File: src/rtl/llc_excl_pkg.sv
package llc_excl_pkg;
  typedef enum logic [1:0] {
    EV_LOOKUP  = 2'd0,
    EV_INSTALL = 2'd1,
    EV_FILL    = 2'd2,
    EV_NONE    = 2'd3
  } llc_ev_e;

  localparam int RRPV_W = 2;
  localparam logic [RRPV_W-1:0] RRPV_NEAR  = 2'd0;
  localparam logic [RRPV_W-1:0] RRPV_FAR   = 2'd2;
  localparam logic [RRPV_W-1:0] RRPV_EVICT = 2'd3;
endpackage

File: src/rtl/llc_set_store.sv
module llc_set_store
  import llc_excl_pkg::*;
#(
  parameter int SETS  = 16,
  parameter int WAYS  = 4,
  parameter int TAG_W = 22,
  localparam int IDX_W = $clog2(SETS)
) (
  input  logic                              clk,
  input  logic                              rst_n,
  input  logic [IDX_W-1:0]                  rd_set,
  output logic [WAYS-1:0]                   rd_valid,
  output logic [WAYS-1:0]                   rd_dirty,
  output logic [WAYS-1:0][RRPV_W-1:0]       rd_rrpv,
  output logic [WAYS-1:0][TAG_W-1:0]        rd_tag,
  input  logic                              wr_en,
  input  logic [IDX_W-1:0]                  wr_set,
  input  logic [WAYS-1:0]                   wr_valid,
  input  logic [WAYS-1:0]                   wr_dirty,
  input  logic [WAYS-1:0][RRPV_W-1:0]       wr_rrpv,
  input  logic [WAYS-1:0][TAG_W-1:0]        wr_tag
);
  for (genvar w = 0; w < WAYS; w++) begin : g_way
    logic [SETS-1:0]   valid_q;
    logic [SETS-1:0]   dirty_q;
    logic [RRPV_W-1:0] rrpv_q [SETS];
    logic [TAG_W-1:0]  tag_q  [SETS];

    always_ff @(posedge clk or negedge rst_n) begin
      if (!rst_n)     valid_q <= '0;
      else if (wr_en) valid_q[wr_set] <= wr_valid[w];
    end

    always_ff @(posedge clk) begin
      if (wr_en) begin
        dirty_q[wr_set] <= wr_dirty[w];
        rrpv_q[wr_set]  <= wr_rrpv[w];
        tag_q[wr_set]   <= wr_tag[w];
      end
    end

    assign rd_valid[w] = valid_q[rd_set];
    assign rd_dirty[w] = dirty_q[rd_set];
    assign rd_rrpv[w]  = rrpv_q[rd_set];
    assign rd_tag[w]   = tag_q[rd_set];
  end
endmodule

File: src/rtl/llc_victim_pick.sv
module llc_victim_pick
  import llc_excl_pkg::*;
#(
  parameter int WAYS = 4,
  localparam int WAY_W = $clog2(WAYS)
) (
  input  logic [WAYS-1:0]             valid_i,
  input  logic [WAYS-1:0][RRPV_W-1:0] rrpv_i,
  output logic [WAY_W-1:0]            way_o,
  output logic [WAYS-1:0][RRPV_W-1:0] aged_o
);
  logic              any_free;
  logic [RRPV_W-1:0] top_rrpv;
  logic [RRPV_W-1:0] bump;

  always_comb begin
    any_free = ~&valid_i;
    top_rrpv = '0;
    for (int w = 0; w < WAYS; w++)
      if (rrpv_i[w] > top_rrpv) top_rrpv = rrpv_i[w];
    bump = any_free ? '0 : (RRPV_EVICT - top_rrpv);
    for (int w = 0; w < WAYS; w++)
      aged_o[w] = rrpv_i[w] + bump;
    way_o = '0;
    for (int w = WAYS - 1; w >= 0; w--) begin
      if (any_free ? !valid_i[w] : (aged_o[w] == RRPV_EVICT))
        way_o = WAY_W'(w);
    end
  end

  always_comb begin
    if (any_free) begin

      free_way_first_chk: assert (!valid_i[way_o]);
    end else begin

      evict_at_max_chk: assert (aged_o[way_o] == RRPV_EVICT);
    end
  end
endmodule

File: src/rtl/llc_wb_slot.sv
module llc_wb_slot #(
  parameter int ADDR_W = 32
) (
  input  logic              clk,
  input  logic              rst_n,
  input  logic              load_i,
  input  logic [ADDR_W-1:0] addr_i,
  input  logic              ready_i,
  output logic              valid_o,
  output logic [ADDR_W-1:0] addr_o
);
  always_ff @(posedge clk or negedge rst_n) begin
    if (!rst_n) begin
      valid_o <= 1'b0;
      addr_o  <= '0;
    end else if (load_i) begin
      valid_o <= 1'b1;
      addr_o  <= addr_i;
    end else if (ready_i) begin
      valid_o <= 1'b0;
    end
  end


  wb_hold_chk: assert property (@(posedge clk) disable iff (!rst_n)
    valid_o && !ready_i |=> valid_o && $stable(addr_o));


  no_overwrite_chk: assert property (@(posedge clk) disable iff (!rst_n)
    load_i |-> (!valid_o || ready_i));
endmodule

File: src/rtl/llc_excl_ctrl.sv
module llc_excl_ctrl
  import llc_excl_pkg::*;
#(
  parameter int ADDR_W     = 32,
  parameter int SETS       = 16,
  parameter int WAYS       = 4,
  parameter int LINE_BYTES = 64
) (
  input  logic              clk,
  input  logic              rst_n,
  input  logic              req_valid,
  output logic              req_ready,
  input  logic [1:0]        req_kind,
  input  logic [ADDR_W-1:0] req_addr,
  input  logic              req_sfl,
  input  logic              req_dirty,
  output logic              rsp_valid,
  output logic              rsp_hit,
  output logic              rsp_sfl,
  output logic              rsp_dirty,
  output logic              wb_valid,
  input  logic              wb_ready,
  output logic [ADDR_W-1:0] wb_addr
);
  localparam int OFF_W = $clog2(LINE_BYTES);
  localparam int IDX_W = $clog2(SETS);
  localparam int TAG_W = ADDR_W - OFF_W - IDX_W;
  localparam int WAY_W = $clog2(WAYS);

  llc_ev_e          kind;
  logic [IDX_W-1:0] set_idx;
  logic [TAG_W-1:0] tag_in;
  logic             fire;

  assign kind    = llc_ev_e'(req_kind);
  assign set_idx = req_addr[OFF_W +: IDX_W];
  assign tag_in  = req_addr[ADDR_W-1 -: TAG_W];
  assign req_ready = !wb_valid || wb_ready;
  assign fire    = req_valid && req_ready;

  logic [WAYS-1:0]              cur_valid, cur_dirty;
  logic [WAYS-1:0][RRPV_W-1:0]  cur_rrpv, aged_rrpv;
  logic [WAYS-1:0][TAG_W-1:0]   cur_tag;
  logic [WAYS-1:0]              nxt_valid, nxt_dirty;
  logic [WAYS-1:0][RRPV_W-1:0]  nxt_rrpv;
  logic [WAYS-1:0][TAG_W-1:0]   nxt_tag;
  logic                         wr_en;
  logic [WAY_W-1:0]             pick_way;

  llc_set_store #(.SETS(SETS), .WAYS(WAYS), .TAG_W(TAG_W)) store_i (
    .clk(clk), .rst_n(rst_n), .rd_set(set_idx),
    .rd_valid(cur_valid), .rd_dirty(cur_dirty), .rd_rrpv(cur_rrpv), .rd_tag(cur_tag),
    .wr_en(wr_en), .wr_set(set_idx),
    .wr_valid(nxt_valid), .wr_dirty(nxt_dirty), .wr_rrpv(nxt_rrpv), .wr_tag(nxt_tag)
  );

  llc_victim_pick #(.WAYS(WAYS)) pick_i (
    .valid_i(cur_valid), .rrpv_i(cur_rrpv), .way_o(pick_way), .aged_o(aged_rrpv)
  );

  logic [WAYS-1:0] hit_vec;
  logic            hit_any;
  logic [WAY_W-1:0] hit_way;

  for (genvar w = 0; w < WAYS; w++) begin : g_cmp
    assign hit_vec[w] = cur_valid[w] && (cur_tag[w] == tag_in);
  end

  always_comb begin
    hit_way = '0;
    for (int w = WAYS - 1; w >= 0; w--)
      if (hit_vec[w]) hit_way = WAY_W'(w);
  end
  assign hit_any = |hit_vec;

  logic [RRPV_W-1:0] ins_rrpv;
  logic              wb_load;
  logic [ADDR_W-1:0] wb_addr_nxt;

  assign ins_rrpv = req_sfl ? RRPV_NEAR : RRPV_FAR;

  always_comb begin
    nxt_valid   = cur_valid;
    nxt_dirty   = cur_dirty;
    nxt_rrpv    = cur_rrpv;
    nxt_tag     = cur_tag;
    wr_en       = 1'b0;
    wb_load     = 1'b0;
    wb_addr_nxt = {cur_tag[pick_way], set_idx, {OFF_W{1'b0}}};
    unique case (kind)
      EV_LOOKUP: begin
        if (hit_any) begin
          nxt_valid[hit_way] = 1'b0;
          wr_en = fire;
        end
      end
      EV_INSTALL: begin
        wr_en = fire;
        if (hit_any) begin
          nxt_dirty[hit_way] = cur_dirty[hit_way] | req_dirty;
          nxt_rrpv[hit_way]  = ins_rrpv;
        end else begin
          nxt_rrpv            = aged_rrpv;
          wb_load             = fire && cur_valid[pick_way] && cur_dirty[pick_way];
          nxt_valid[pick_way] = 1'b1;
          nxt_dirty[pick_way] = req_dirty;
          nxt_rrpv[pick_way]  = ins_rrpv;
          nxt_tag[pick_way]   = tag_in;
        end
      end
      default: ;
    endcase
  end

  llc_wb_slot #(.ADDR_W(ADDR_W)) wb_i (
    .clk(clk), .rst_n(rst_n), .load_i(wb_load), .addr_i(wb_addr_nxt),
    .ready_i(wb_ready), .valid_o(wb_valid), .addr_o(wb_addr)
  );

  always_ff @(posedge clk or negedge rst_n) begin
    if (!rst_n) begin
      rsp_valid <= 1'b0;
      rsp_hit   <= 1'b0;
      rsp_sfl   <= 1'b0;
      rsp_dirty <= 1'b0;
    end else begin
      rsp_valid <= fire && (kind == EV_LOOKUP || kind == EV_FILL);
      rsp_hit   <= (kind == EV_LOOKUP) && hit_any;
      rsp_sfl   <= (kind == EV_LOOKUP) && hit_any;
      rsp_dirty <= (kind == EV_LOOKUP) && hit_any && cur_dirty[hit_way];
    end
  end


  single_copy_chk: assert property (@(posedge clk) disable iff (!rst_n)
    $onehot0(hit_vec));


  hit_origin_chk: assert property (@(posedge clk) disable iff (!rst_n)
    fire && kind == EV_LOOKUP && hit_any |=> rsp_valid && rsp_sfl);


  miss_clean_chk: assert property (@(posedge clk) disable iff (!rst_n)
    rsp_valid && !rsp_hit |-> !rsp_sfl && !rsp_dirty);


  fill_no_alloc_chk: assert property (@(posedge clk) disable iff (!rst_n)
    fire && kind == EV_FILL |-> !wr_en);
endmodule

File: config.mk
export PLATFORM = sky130hd
export DESIGN_NAME = llc_excl_ctrl
export DESIGN_NICKNAME = d
export VERILOG_FILES = /design/src/rtl/llc_excl_pkg.sv /design/src/rtl/llc_set_store.sv /design/src/rtl/llc_victim_pick.sv /design/src/rtl/llc_wb_slot.sv /design/src/rtl/llc_excl_ctrl.sv
export SDC_FILE = /design/constraint.sdc
export NUM_CORES = 2
export LEC_CHECK = 0
export ABC_CLOCK_PERIOD_IN_PS = 16420
export BUFFER_PORTS_ARGS = -buffer_cell sky130_fd_sc_hd__buf_4
export CORE_ASPECT_RATIO = 0.6
export CORE_UTILIZATION = 45
export CTS_CLUSTER_SIZE = 28
export DETAILED_ROUTE_END_ITERATION = 6
export PLACE_DENSITY = 0.69
export SYNTH_ARGS = -nofsm -noshare
export SYNTH_HDL_FRONTEND = slang
export SYNTH_SLANG_ARGS = --single-unit
File: constraint.sdc
create_clock -name clk -period 16.42 [get_ports clk]
set_clock_uncertainty 0.05 [all_clocks]
set_input_delay 3.284 -clock clk [delete_from_list [all_inputs] [get_ports clk]]
set_output_delay 3.284 -clock clk [all_outputs]
set_load 0.05 [all_outputs]
=== Word level (Yosys, flattened, before mapping) ===
Memories as Yosys holds them, arrays and structs flattened.
Index checks and enable logic that the tools add are counted.

* $add $sub $neg: 5
* Magnitude comparators: 10
* Eq/ne operators: 10
* Mux-type cells: 84
* Bitwise gates (word level): 4
* Reduce and logical (&&, ||, !) cells: 24

{| class="wikitable"
|+ Operators by type and width
! cell !! number
|-
| two-way mux 88 bit || 2
|-
| bitwise mux 16 bit || 8
|-
| bitwise mux 88 bit || 1
|-
| == test 22 bit || 4
|-
| binary-select mux 22 bit (select 2 bit) || 1
|-
| demux 22 bit (select 2 bit) || 1
|-
| two-way mux 22 bit || 2
|-
| binary-select mux 1 bit (select 4 bit) || 8
|-
| two-way mux 2 bit || 16
|-
| two-way mux 1 bit || 25
|-
| bitwise mux 8 bit || 2
|-
| two-way mux 4 bit || 4
|-
| two-way mux 8 bit || 2
|-
| logical AND 1 bit || 13
|-
| == test 2 bit, second input constant || 5
|-
| adder 2 bit || 4
|-
| bitwise mux 4 bit || 2
|-
| demux 2 bit (select 2 bit) || 2
|-
| one-hot mux 4 bit (2 select lines) || 1
|-
| binary-select mux 1 bit (select 2 bit) || 3
|-
| > comparator 2 bit || 3
|-
| < comparator 2 x 3 -> 1 bit, second input constant || 2
|-
| logical NOT 1 bit || 5
|-
| < comparator 4 x 5 -> 1 bit, second input constant || 1
|-
| other kinds (17) || 20
|}

* Flip-flop bits (word level): 158
* Bits in writable memories: 1536
* Logic and storage cells: 158
* Memories: 8

{| class="wikitable"
|+ Memory list
! memory !! depth !! bits a word !! rd ports !! clocked after Yosys merged registers in !! wr ports !! line !! source
|-
| store_i.g_way[0].tag_q || 16 || 22 || 1 || 0 || 1 || llc_set_store.sv:27 || <nowiki>logic [TAG_W-1:0] tag_q [SETS];</nowiki>
|-
| store_i.g_way[1].tag_q || 16 || 22 || 1 || 0 || 1 || llc_set_store.sv:27 ||
|-
| store_i.g_way[2].tag_q || 16 || 22 || 1 || 0 || 1 || llc_set_store.sv:27 ||
|-
| store_i.g_way[3].tag_q || 16 || 22 || 1 || 0 || 1 || llc_set_store.sv:27 ||
|-
| store_i.g_way[0].rrpv_q || 16 || 2 || 1 || 0 || 1 || llc_set_store.sv:26 || <nowiki>logic [RRPV_W-1:0] rrpv_q [SETS];</nowiki>
|-
| store_i.g_way[1].rrpv_q || 16 || 2 || 1 || 0 || 1 || llc_set_store.sv:26 ||
|-
| 2 more memories || n/a || n/a || n/a || n/a || n/a || n/a ||
|}

=== Depth between registers and ports, before layout ===
An unclocked memory read counts as a cell.

* Depth in word-level cells: 26
* Gate-level depth with buffers: 37

=== Modules after synthesis ===
A second synthesis with hierarchy kept.

* Cells, all modules: 3172
* Area total of the unflattened synthesis: 68381.8 um^2

{| class="wikitable"
|+ By module, submodules not included
! module !! times used !! cells an instance !! area each (um^2) !! seq. area each (um^2)
|-
| llc_set_store || 1 || 2637 || 62562.5 || 49647.6
|-
| llc_excl_ctrl || 1 || 378 || 3787.4 || 75.1
|-
| llc_wb_slot || 1 || 71 || 1377.6 || 825.8
|-
| llc_victim_pick || 1 || 86 || 654.4 || 0.0
|}

=== Worst setup path after synthesis ===
No wires, ideal clock.

* Path kind: input-to-reg
* Start point: input port req_addr[6]
* End point: register store_i.g_way[0].dirty_q[13], enable pin
* Arrival: 15923 ps
* Data required time: 15566 ps
* Setup slack: -357 ps
* Stages: 16
* Cell sequence: buf_6 > buf_8 > buf_6 > buf_6 > buf_4 > buf_2 > mux4_2 > a22oi_1 > nand2_1 > xnor2_1 > nand3_1 > nor4_1 > nand4_1 > nand4_4 > nor2_4 > nor4_1

* Word-level cells in the longest chain between the ends: 6

{| class="wikitable"
|+ Ends and longest elaborated chain
! item !! line !! source
|-
| from (decl) || llc_excl_ctrl.sv:14 || <nowiki>input logic [ADDR_W-1:0] req_addr,</nowiki>
|-
| memory (16 x 22 bit) or binary-select mux 1 bit (select 4 bit) (tied branches) || n/a ||
|-
| == test 22 bit or two-way mux 1 bit (tied branches) || llc_excl_ctrl.sv:66, llc_set_store.sv:42 ||
|-
| logical AND 1 bit || llc_excl_ctrl.sv:66 || <nowiki>assign hit_vec[w] = cur_valid[w] && (cur_tag[w] == tag_in);</nowiki>
|-
| OR reduction 4 bit * || llc_excl_ctrl.sv:74 || <nowiki>assign hit_any = |hit_vec;</nowiki>
|-
| two-way mux 1 bit * || llc_excl_ctrl.sv:92 || <nowiki>if (hit_any) begin</nowiki>
|-
| one-hot mux 1 bit (2 select lines) * || llc_excl_ctrl.sv:90 || <nowiki>unique case (kind)</nowiki>
|-
| to (signal, indexed assignment) || llc_set_store.sv:36 || <nowiki>dirty_q[wr_set] <= wr_dirty[w];</nowiki>
|-
| to (decl) || llc_set_store.sv:25 || <nowiki>logic [SETS-1:0] dirty_q;</nowiki>
|}

Every way passes the cells marked *; elsewhere a longest branch is shown, timed or not. The select of a mux whose other input is x is not followed.
A chain may end at the register's enable or synchronous reset.

==> results.sh <==
export IMPL_hold_violations=0
export IMPL_slowest_stage="a21oi_1"
export IMPL_clock_fmax_mhz=81.7
export IMPL_overflow=0
export IMPL_crit_type="input pin to register"
export IMPL_synth_main_ff_cell="edfxtp_1"
export IMPL_start_kind="input pin"
export IMPL_drc=2
export IMPL_synthDistinctLibCells=99
export IMPL_io_pins=78
export IMPL_multi_input_area_mm2=0.0192
export IMPL_ys_warnings_count=0
export IMPL_peakVddDrop_uv=106
export IMPL_layout_area_seq_mm2=0.0504
export IMPL_rows=112
export IMPL_slew_headroom=0.0534
export IMPL_die_y_um=309
export IMPL_drt_iter0_drc=6824
export IMPL_synth_edf_count=1600
export IMPL_antenna_found_initial=9
export IMPL_syn_to_final_growth_pct=10.8
export IMPL_power_density_mw_per_mm2=118
export IMPL_rrSetupSlack_ps=7550
export IMPL_route_vias_total=39400
export IMPL_pre_cts_ws_ps=3750
export IMPL_ant_nets=0
export IMPL_cts_resized=0
export IMPL_clock_path_buffers=3
export IMPL_synth_top_cell_by_area="edfxtp_1"
export IMPL_routed_wl_um=202000
export IMPL_r2r_end="store_i.g_way[3].tag_q[1][7]$_DFFE_PP_"
export IMPL_worst_pin_slew_ps=1420
export IMPL_fin_crit_sh=0.746
export IMPL_async_reset_ff_frac=0.0555
export IMPL_layout_setup_ws_ps=4170
export IMPL_cts_buffers_inserted=150
export IMPL_track_usage=0.253
export IMPL_worst_path_max_fanout=68
export IMPL_critPathArrivalTime_ps=12610
export IMPL_postSynthCellCount=3827
export IMPL_fin_cells=6147
export IMPL_wl_per_cell_um=32.9
export IMPL_rsz0062_at_grt="no"
export IMPL_root_buffer="clkbuf_16"
export IMPL_core_area_mm2=0.156
export IMPL_holdBufCountCts=0
export IMPL_post_cts_buffers=0
export IMPL_grt_pass1_wl_um=284000
export IMPL_violations="design-rule violations"
export IMPL_drv_slew=0
export IMPL_synthTopCellsByArea="edfxtp_1 68%, mux4_2 9.5%, mux2i_1 3.9%, dfrtp_1 3.3%, mux2_2 3.2%"
export IMPL_hpwl_um=114000
export IMPL_die_area_mm2=0.159
export IMPL_cp_endpoint="store_i.g_way[3].tag_q[1][7]$_DFFE_PP_"
export IMPL_required_ps=16780
export IMPL_vias_per_cell=6.41
export IMPL_nNetsFinal=3964
export IMPL_drt_pass1_iterations=7
export IMPL_min_period_ps=12250
export IMPL_syn_area_mm2=0.0708
export IMPL_tritoncts="yes"
export IMPL_status="finished, violations left"
export IMPL_avgSynthCellArea_um2=18.5
export IMPL_first_global_vias=37300
export IMPL_ys_seq_area_frac=0.711
export IMPL_die_w_um=514
export IMPL_cts_sinks=1694
export IMPL_startpoint="req_addr[7]"
export IMPL_start_util=0.455
export IMPL_fin_setup_tns_ps=0
export IMPL_reg2reg_depth=27
export IMPL_ys_ff_latch=1694
export IMPL_fillCellCount=12500
export IMPL_path_clk_slew_ps=70
export IMPL_r2r_start="store_i.g_way[1].rrpv_q[1][1]$_DFFE_PP_"
export IMPL_port_buffers=65
export IMPL_finalSetupViolations=0
export IMPL_maxCapViolations=0
export IMPL_synth_top_cell_area_share=0.678
export IMPL_clock_latency_ps=790
export IMPL_routabilityCongestion=0.908
export IMPL_cpPeakStageDelay_ps=920
export IMPL_synth_most_common_cell="edfxtp_1"
export IMPL_placed_cells=5873
export IMPL_hold_class="register to register"
export IMPL_cts_htree_levels=4
export IMPL_p_leak_uw=0.0259
export IMPL_grt_max_degree=113
export IMPL_drive_above_1_share=0.234
export IMPL_synth_common_cells="1600 x edfxtp_1, 299 x mux4_2, 273 x mux2i_1"
export IMPL_end_kind="register"
routing by layer:
metal  part of all wire  routed length (um)  up-vias  track usage
li1                   -                   -    15700            -
met1               0.42               85000    20600        0.388
met2               0.42               84800     2776        0.352
met3               0.14               27600      296       0.0721
met4              0.024                4910        2       0.0659
met5           0.000064                  13        -            0
layout by cell type, fill, tap and decap left out, types with 13 or more instances in the layout:
master     count
nand3_1       37
nor3_1        21
mux2_1        37
xor2_1        40
nand2_1      179
clkbuf_1      36
o211ai_1      19
clkinv_2      24
mux2i_1      272
mux2_2       200
o22ai_1       37
a22oi_1      143
inv_1         14
clkbuf_16    155
or3_1         24
a21oi_1       51
mux4_2       299
clkinv_1      36
edfxtp_1    1600
nand4_1       17
o21ai_0       77
xnor2_1       95
buf_4        159
dfrtp_1       94
nor2_1        66
and3_1        13
report_power, final:
group          switching [uW]  internal (uW)  leakage [uW]
Clock                    1590           1880       0.00228
Sequential               18.8           4840        0.0157
Combinational             631            274       0.00796
Total                    2240           7000        0.0259
metrics by stage:
stage                util  instance area (um^2)  total power (uW)  hold WS [ps]
finish              0.504                 78500              9240           444
CTS                 0.504                 78500              9250           449
floorplan               -                 70900              5520           409
detailed placement  0.474                 73800              5840           425
global route        0.504                 78500              9470           459
global placement    0.474                 73800              5830           419
logic make-up after synthesis:
| kind of cell | Yosys count | share of synthesized area |
|---|---|---|
| flops | 1694 | 0.711 |
| compound gates | 455 | 0.0453 |
| fa+ha+maj | 8 | 0.00141 |
| buf+inv | 268 | 0.0204 |
| mux | 814 | 0.172 |
| simple gates | 452 | 0.0324 |
| other cells | 1 | 0.0000529 |
| xor+xnor | 135 | 0.0167 |
registers in the layout, indices dropped and copies added (netlist names):
name	count
rsp_dirty	1
rsp_valid	1
wb_i.addr_o	26
rsp_sfl	1
store_i.g_way.valid_q	64
store_i.g_way.dirty_q	64
store_i.g_way.rrpv_q	128
wb_i.valid_o	1
store_i.g_way.tag_q	1408
critical path, delay by kind of cell:
family                     cells  cell delay, ps
and+or+nand+nor               12            3130
AOI/OAI and AO/OA              7            3000
buffers and inverters          5            1750
adders and majority gates      3             830
muxes                          1             280
xor gates and xnor gates       1             180
worst min path at each step:
stage	start	to	slack, ps	cells past startpoint
floorplan	store_i.g_way[0].valid_q[2]$_DFFE_PN0P_	store_i.g_way[0].valid_q[2]$_DFFE_PN0P_	410	1
global placement	store_i.g_way[1].valid_q[15]$_DFFE_PN0P_	store_i.g_way[1].valid_q[15]$_DFFE_PN0P_	420	1
detailed placement	store_i.g_way[0].valid_q[2]$_DFFE_PN0P_	store_i.g_way[0].valid_q[2]$_DFFE_PN0P_	430	1
CTS	wb_i.addr_o[17]$_DFFE_PN0P_	wb_i.addr_o[17]$_DFFE_PN0P_	450	1
global route	store_i.g_way[2].valid_q[2]$_DFFE_PN0P_	store_i.g_way[2].valid_q[2]$_DFFE_PN0P_	460	1
finish	wb_i.addr_o[28]$_DFFE_PN0P_	wb_i.addr_o[28]$_DFFE_PN0P_	440	1
cell type report:
class,instances,share of cell area
Antenna cell,3,0.0000956
Clock buffer,192,0.0513
Clock inverter,79,0.00837
Inverter,27,0.00161
Multi-Input combinational cell,1870,0.244
Sequential cell,1694,0.642
Tap cell,2109,0.0336
Timing Repair Buffer,173,0.0185
No activity file was read; power rests on OpenSTA's default activity.
